File: config.mk
export PLATFORM = sky130hd
export DESIGN_NAME = ob_black_averager
export DESIGN_NICKNAME = d
export VERILOG_FILES = /design/src/rtl/ob_avg_pkg.sv /design/src/rtl/ob_avg_cfg.sv /design/src/rtl/ob_avg_div3.sv /design/src/rtl/ob_black_averager.sv
export SDC_FILE = /design/constraint.sdc
export NUM_CORES = 1
export LEC_CHECK = 0
export ABC_AREA = 1
export BUFFER_PORTS_ARGS = -buffer_cell sky130_fd_sc_hd__buf_2
export CAP_MARGIN = 10
export CORE_AREA = 2 2 83 164
export DETAILED_ROUTE_END_ITERATION = 6
export DIE_AREA = 0 0 85 166
export PLACE_DENSITY = 0.81
export SYNTH_ARGS = -nofsm -noshare
export SYNTH_HDL_FRONTEND = slang
export SYNTH_SLANG_ARGS = --single-unit
File: constraint.sdc
create_clock -name clk_i -period 3.1 [get_ports clk_i]
set_input_delay 0.155 -clock clk_i [delete_from_list [all_inputs] [get_ports clk_i]]
set_output_delay 0.155 -clock clk_i [all_outputs]
set_load 0.03 [all_outputs]
File: src/rtl/ob_avg_pkg.sv
package ob_avg_pkg;

    localparam int EXP_W = 4;

    typedef enum logic [2:0] {
        ST_IDLE,
        ST_SKIP,
        ST_ACC,
        ST_LOAD,
        ST_DIV,
        ST_FIN
    } ob_state_e;

    typedef struct packed {
        logic [EXP_W-1:0] pix_exp;
        logic             triple;
        logic [EXP_W-1:0] line_exp;
    } ob_cfg_t;

endpackage

File: src/rtl/ob_avg_cfg.sv
module ob_avg_cfg
    import ob_avg_pkg::*;
#(
    parameter int PIX_EXP_MAX  = 6,
    parameter int LINE_EXP_MAX = 8,
    parameter int PIX_CW       = 8,
    parameter int LINE_CW      = 9,
    parameter int SH_W         = 4
) (
    input  ob_cfg_t             cfg_i,
    output logic [PIX_CW-1:0]   pix_tot_o,
    output logic [LINE_CW-1:0]  line_tot_o,
    output logic [SH_W-1:0]     shift_o
);

    logic [EXP_W-1:0] n_eff;
    logic [EXP_W-1:0] l_eff;

    // Cap the exponents, then turn them into counts and a shift amount
    always_comb begin
        n_eff = (cfg_i.pix_exp > EXP_W'(PIX_EXP_MAX)) ? EXP_W'(PIX_EXP_MAX) : cfg_i.pix_exp;
        l_eff = (cfg_i.line_exp > EXP_W'(LINE_EXP_MAX)) ? EXP_W'(LINE_EXP_MAX) : cfg_i.line_exp;
        pix_tot_o  = cfg_i.triple ? (PIX_CW'(3) << n_eff) : (PIX_CW'(1) << n_eff);
        line_tot_o = LINE_CW'(1) << l_eff;
        shift_o    = SH_W'(n_eff) + SH_W'(l_eff);
    end

endmodule

File: src/rtl/ob_avg_div3.sv
module ob_avg_div3 #(
    parameter int DW = 12
) (
    input  logic          clk_i,
    input  logic          rst_ni,
    input  logic          clr_i,
    input  logic          start_i,
    input  logic [DW-1:0] dvd_i,
    output logic [DW-1:0] quot_o,
    output logic          last_o
);

    localparam int CW = $clog2(DW + 1);

    logic [DW-1:0] q_sh;
    logic [1:0]    rem_q;
    logic [CW-1:0] cnt_q;
    logic [2:0]    trial;
    logic          ge3;
    logic [2:0]    trial_nx;

    // One restoring step per clock: quotient bits shift in from the right
    always_comb begin
        trial    = {rem_q, q_sh[DW-1]};
        ge3      = (trial >= 3'd3);
        trial_nx = ge3 ? (trial - 3'd3) : trial;
    end

    always_ff @(posedge clk_i or negedge rst_ni) begin
        if (!rst_ni) begin
            q_sh  <= '0;
            rem_q <= '0;
            cnt_q <= '0;
        end else if (clr_i) begin
            cnt_q <= '0;
        end else if (start_i) begin
            q_sh  <= dvd_i;
            rem_q <= '0;
            cnt_q <= CW'(DW);
        end else if (cnt_q != '0) begin
            q_sh  <= {q_sh[DW-2:0], ge3};
            rem_q <= trial_nx[1:0];
            cnt_q <= cnt_q - CW'(1);
        end
    end

    assign quot_o = q_sh;
    assign last_o = (cnt_q == CW'(1));

endmodule

File: src/rtl/ob_black_averager.sv
module ob_black_averager
    import ob_avg_pkg::*;
#(
    parameter int SMP_W        = 10,
    parameter int PIX_EXP_MAX  = 6,
    parameter int LINE_EXP_MAX = 8,
    parameter int SKIP_CNT     = 3
) (
    input  logic             clk_i,
    input  logic             rst_ni,
    input  logic [SMP_W-1:0] smp_i,
    input  logic             cal_ni,
    input  logic [3:0]       pix_exp_i,
    input  logic             triple_i,
    input  logic [3:0]       line_exp_i,
    input  logic             clr_i,
    output logic [SMP_W-1:0] avg_o,
    output logic             done_o,
    output logic             offs_add_o
);

    localparam int MAX_PIX = 3 * (1 << PIX_EXP_MAX);
    localparam int PIX_CW  = $clog2(MAX_PIX + 1);
    localparam int LINE_CW = LINE_EXP_MAX + 1;
    localparam int SH_W    = $clog2(PIX_EXP_MAX + LINE_EXP_MAX + 1);
    localparam int ACC_W   = SMP_W + PIX_EXP_MAX + LINE_EXP_MAX + 2;
    localparam int DIV_W   = SMP_W + 2;
    localparam int CNT_W   = $clog2(MAX_PIX + SKIP_CNT + 1);

    ob_state_e          state_q, state_nx;
    ob_cfg_t            cfg_q;
    logic [PIX_CW-1:0]  pix_tot;
    logic [LINE_CW-1:0] line_tot;
    logic [SH_W-1:0]    shift_amt;
    logic [CNT_W-1:0]   win_cnt;
    logic [LINE_CW-1:0] line_cnt;
    logic [ACC_W-1:0]   acc_q;
    logic [ACC_W-1:0]   shifted;
    logic [DIV_W-1:0]   shifted_sat;
    logic [DIV_W-1:0]   res_q;
    logic [DIV_W-1:0]   div_quot;
    logic [DIV_W-1:0]   pub_val;
    logic               div_last;
    logic               div_start;
    logic               skip_end;
    logic               last_pix;
    logic               last_line;

    ob_avg_cfg #(
        .PIX_EXP_MAX (PIX_EXP_MAX),
        .LINE_EXP_MAX(LINE_EXP_MAX),
        .PIX_CW      (PIX_CW),
        .LINE_CW     (LINE_CW),
        .SH_W        (SH_W)
    ) u_cfg (
        .cfg_i     (cfg_q),
        .pix_tot_o (pix_tot),
        .line_tot_o(line_tot),
        .shift_o   (shift_amt)
    );

    ob_avg_div3 #(
        .DW(DIV_W)
    ) u_div (
        .clk_i  (clk_i),
        .rst_ni (rst_ni),
        .clr_i  (clr_i),
        .start_i(div_start),
        .dvd_i  (shifted_sat),
        .quot_o (div_quot),
        .last_o (div_last)
    );

    // Decode window boundaries and form the shifted average
    always_comb begin
        skip_end    = (win_cnt == CNT_W'(SKIP_CNT - 1));
        last_pix    = (state_q == ST_ACC) && (win_cnt == (CNT_W'(pix_tot) - CNT_W'(1)));
        last_line   = (line_cnt == (line_tot - LINE_CW'(1)));
        shifted     = acc_q >> shift_amt;
        shifted_sat = (|shifted[ACC_W-1:DIV_W]) ? '1 : shifted[DIV_W-1:0];
        div_start   = (state_q == ST_LOAD) && cfg_q.triple && !clr_i;
    end

    // State register
    always_ff @(posedge clk_i or negedge rst_ni) begin
        if (!rst_ni) begin
            state_q <= ST_IDLE;
        end else begin
            state_q <= state_nx;
        end
    end

    // Next-state logic
    always_comb begin
        state_nx = state_q;
        if (clr_i) begin
            state_nx = ST_IDLE;
        end else begin
            unique case (state_q)
                ST_IDLE: if (!cal_ni)  state_nx = ST_SKIP;
                ST_SKIP: if (skip_end) state_nx = ST_ACC;
                ST_ACC:  if (last_pix) state_nx = last_line ? ST_LOAD : ST_IDLE;
                ST_LOAD: state_nx = cfg_q.triple ? ST_DIV : ST_FIN;
                ST_DIV:  if (div_last) state_nx = ST_FIN;
                ST_FIN:  state_nx = ST_IDLE;
                default: state_nx = ST_IDLE;
            endcase
        end
    end

    // Counters, configuration capture and accumulator
    always_ff @(posedge clk_i or negedge rst_ni) begin
        if (!rst_ni) begin
            cfg_q    <= '{pix_exp: 4'd3, triple: 1'b0, line_exp: 4'd0};
            win_cnt  <= '0;
            line_cnt <= '0;
            acc_q    <= '0;
            res_q    <= '0;
        end else if (clr_i) begin
            win_cnt  <= '0;
            line_cnt <= '0;
            acc_q    <= '0;
        end else begin
            unique case (state_q)
                ST_IDLE: begin
                    win_cnt <= '0;
                    if (!cal_ni && (line_cnt == '0)) begin
                        cfg_q <= '{pix_exp: pix_exp_i, triple: triple_i, line_exp: line_exp_i};
                    end
                end
                ST_SKIP: begin
                    win_cnt <= skip_end ? '0 : (win_cnt + CNT_W'(1));
                end
                ST_ACC: begin
                    acc_q <= acc_q + ACC_W'(smp_i);
                    if (last_pix) begin
                        win_cnt  <= '0;
                        line_cnt <= line_cnt + LINE_CW'(1);
                    end else begin
                        win_cnt <= win_cnt + CNT_W'(1);
                    end
                end
                ST_LOAD: begin
                    res_q <= shifted_sat;
                end
                ST_FIN: begin
                    acc_q    <= '0;
                    line_cnt <= '0;
                end
                default: begin
                    win_cnt <= win_cnt;
                end
            endcase
        end
    end

    // Outputs
    always_comb begin
        pub_val    = cfg_q.triple ? div_quot : res_q;
        offs_add_o = (state_q == ST_SKIP) || (state_q == ST_ACC);
    end

    always_ff @(posedge clk_i or negedge rst_ni) begin
        if (!rst_ni) begin
            avg_o  <= '0;
            done_o <= 1'b0;
        end else begin
            done_o <= (state_q == ST_FIN) && !clr_i;
            if ((state_q == ST_FIN) && !clr_i) begin
                avg_o <= (|pub_val[DIV_W-1:SMP_W]) ? '1 : pub_val[SMP_W-1:0];
            end
        end
    end

endmodule

==> impl_metrics.json <==
{
  "rsz0062_at_grt": "yes",
  "seqPwrFrac": 0.227,
  "cts.sinks": 96,
  "h-tree-depth": 3,
  "synth.top_cell.area_share": 0.3300,
  "vias": 7058,
  "rows": 59,
  "slew_headroom": 0.5186,
  "synth_cell_types": 50,
  "drive_gt1_frac": 0.1018,
  "cp.required_ns": 3.34,
  "end_kind": "flip-flop",
  "die_y_um": 166,
  "fmax_mhz": 342.7,
  "tightest_slew_ns": 0.7222,
  "ioPinCount": 35,
  "grt_use_met2": 0.5014,
  "vias_per_cell": 5.724,
  "dieArea_mm2": 0.01411,
  "setup_viol": 0,
  "synthArstFlopShare": 1.000,
  "cts_buffers": 9,
  "grt_pass1_vias": 6840,
  "met3_usage": 0.03579,
  "synth.yosys.seq_area_share": 0.3374,
  "antenna_found_initial": 0,
  "synth_edf_count": 0,
  "antennaDiodeCount": 0,
  "worst_hold_slack_ns": 0.03304,
  "fp.coreArea_mm2": 0.01292,
  "powerDensity_mw_per_mm2": 1043,
  "ys_ff_latch": 96,
  "layout_min_cycle_time_ns": 2.918,
  "critPathMaxFanout": 9,
  "intPower_mw": 3.882,
  "final_cell_mix": "nand2_1 (284), nand3_1 (147), inv_1 (112), dfrtp_1 (94), nor2_1 (70)",
  "syn_inst": 1042,
  "cts.clk_slew.worst_paths_ns": 0.07,
  "power_frac_comb": 0.639,
  "gp_congestion": 0.9805,
  "drt_wl_total_um": 18180,
  "area_growth_pct": 9.145,
  "grt_busiest_layer": "met2",
  "drv_cap": 0,
  "ant_nets": 0,
  "status": "finished clean",
  "ctsRootBufferMaster": "clkbuf_16",
  "ir_drop_uv": 520.7,
  "leakagePower_nw": 3.837,
  "grt_pass1_wl_um": 30150,
  "use_met1": 0.2610,
  "yosys-top-cells-area": "dfrtp_1 (33%), nand2_1 (15%), nand3_1 (10%), inv_1 (5.9%), ha_1 (3.9%)",
  "mostFrequentLayoutCell": "nand2_1",
  "die_w_um": 85,
  "seq_area_mm2": 0.002405,
  "post-route-util": 0.6022,
  "grt.overflow.total": 0,
  "switching_share": 0.5217,
  "grtUsageTotal": 0.2609,
  "wl_per_cell_um": 14.74,
  "nets": 1123,
  "multi_input_comb_area_mm2": 0.004069,
  "synth-warning-count": 0,
  "cts_tree": "done",
  "maxSlewViolCount": 0,
  "grt_max_degree": 55,
  "initial_core_util": 0.5518,
  "numPortBuffers": 34,
  "p_clk_frac": 0.135,
  "synth_fp_nets": 1089,
  "startpoint_type": "flip-flop",
  "syn_area_mm2": 0.007128,
  "hold_class": "input pin to flip-flop",
  "power.switching_mw": 4.233,
  "firstDrtPassIters": 5,
  "criticalPathCategory": "flip-flop to flip-flop",
  "fillers": 1203,
  "finalHoldViolCount": 0,
  "dp_hpwl_um": 14080,
  "drtIter0Drc": 429,
  "clk_latency_ns": 0.35,
  "remaining_drc_errors": 0,
  "min_period_over_period": 0.9413,
  "clock_path_buffers": 2,
  "p_total_mw": 8.115,
  "synthFlopType": "dfrtp_1",
  "postSynthAreaPerCell_um2": 6.841,
  "clock_skew_ns": 0.01035,
  "critical_path_arrival_ns": 3.16,
  "yosys.area.top_type": "dfrtp_1"
}
## cells in the mapped netlist, types with 3 or more instances
| cell | instances |
|---|---|
| clkinv_1 | 4 |
| o22ai_1 | 12 |
| a21oi_1 | 50 |
| o21ai_0 | 42 |
| or2_2 | 8 |
| nand2_4 | 3 |
| nor2_1 | 70 |
| nand4_1 | 24 |
| clkbuf_1 | 21 |
| o21ai_1 | 16 |
| nor3_1 | 18 |
| a31oi_1 | 14 |
| or2_1 | 10 |
| inv_1 | 112 |
| xor2_1 | 21 |
| nand2_2 | 5 |
| nand3_1 | 148 |
| inv_2 | 3 |
| buf_2 | 4 |
| nor4_1 | 4 |
| xnor2_1 | 6 |
| buf_6 | 9 |
| dfrtp_1 | 94 |
| nand2_1 | 284 |
| o211ai_1 | 7 |
| ha_1 | 22 |
## timing repair
item / CTS / global route
endpoints found under the setup margin: 0 / 32
buffers inserted: 0 / 1
hold endpoints to repair: 51 / 0
hold buffers: 1 / 0
gates resized for setup: 0 / 4
## final cells by class
cell class | count | share of cell area
Timing Repair Buffer | 60 | 0.04760
Clock buffer | 9 | 0.02895
Inverter | 119 | 0.05790
Multi-Input combinational cell | 789 | 0.5230
Tap cell | 152 | 0.02445
Timing Repair inverter | 1 | 0.0009649
Clock inverter | 7 | 0.008041
Sequential cell | 96 | 0.3091
## cells by family after synthesis
group,count (synthesis),synth area share
buf+inv,157,0.09391
fa+ha+maj,24,0.04423
flops,96,0.3374
mux,1,0.001580
xor+xnor,28,0.03704
compound gates,157,0.1264
simple gates,579,0.3595
## state kept, by name (all words and copies together) (netlist names), 3 cells and up
signal,count
state_q,3
res_q,12
win_cnt,8
line_cnt,9
u_div.quot_o,12
acc_q,26
avg_o,10
u_div.cnt_q,4
cfg_q,9
## metrics by stage
stage	setup TNS (ns)	std cells	instance area (µm²)	setup WS [ns]
floorplan	0	1042	7128	0.06705
global placement	0	1214	7456	0.1691
detailed placement	0	1214	7456	0.1335
CTS	0	1231	7754	0.09507
global route	-0.1193	1233	7780	-0.02422
finish	0	1233	7780	0.1820
## power by group through the flow
stage | Sequential, mW | Combinational (mW) | Clock [mW]
final | 1.84 | 5.18 | 1.09
after global routing | 1.89 | 5.76 | 1.16
after CTS | 1.84 | 5.07 | 1.11
after detailed placement | 1.86 | 5.03 | 0
after global placement | 1.85 | 4.98 | 0
after floorplan | 1.94 | 3.96 | 0
## routing by layer
metal | routed length, µm | vias to the layer above
met4 | 819 | 0
met3 | 581 | 73
met1 | 6667 | 3252
met5 | 0 | -
met2 | 10110 | 195
li1 | - | 3538
## final timing paths
check / startpoint / endpoint / slack [ns] / depth (start not counted)
max: cfg_q[6] / res_q[9] / 0.18 / 15
min: line_exp_i[0] / cfg_q[0] / 0.03 / 2
max reg2reg: cfg_q[6] / res_q[9] / 0.18 / 15
min reg2reg: res_q[10] / res_q[10] / 0.49 / 2
max in group asynchronous: rst_ni / cfg_q[6] / 1.88 / 3
min in group asynchronous: rst_ni / line_cnt[4] / 0.39 / 2
## worst max-delay path, stage by stage, from the launching register on
cell	delay (ns)
dfstp_2	0.54
nand2_1	0.08
nand3_2	0.07
inv_1	0.07
nand3_4	0.08
inv_1	0.05
fa_2	0.62
clkinvlp_4	0.23
buf_4	0.22
or2_2	0.31
nand3_1	0.12
nand3_1	0.11
nand2_1	0.12
nand3_1	0.08
nand2_1	0.07
nand2_1	0.05
(Power assumes the default switching activity.)
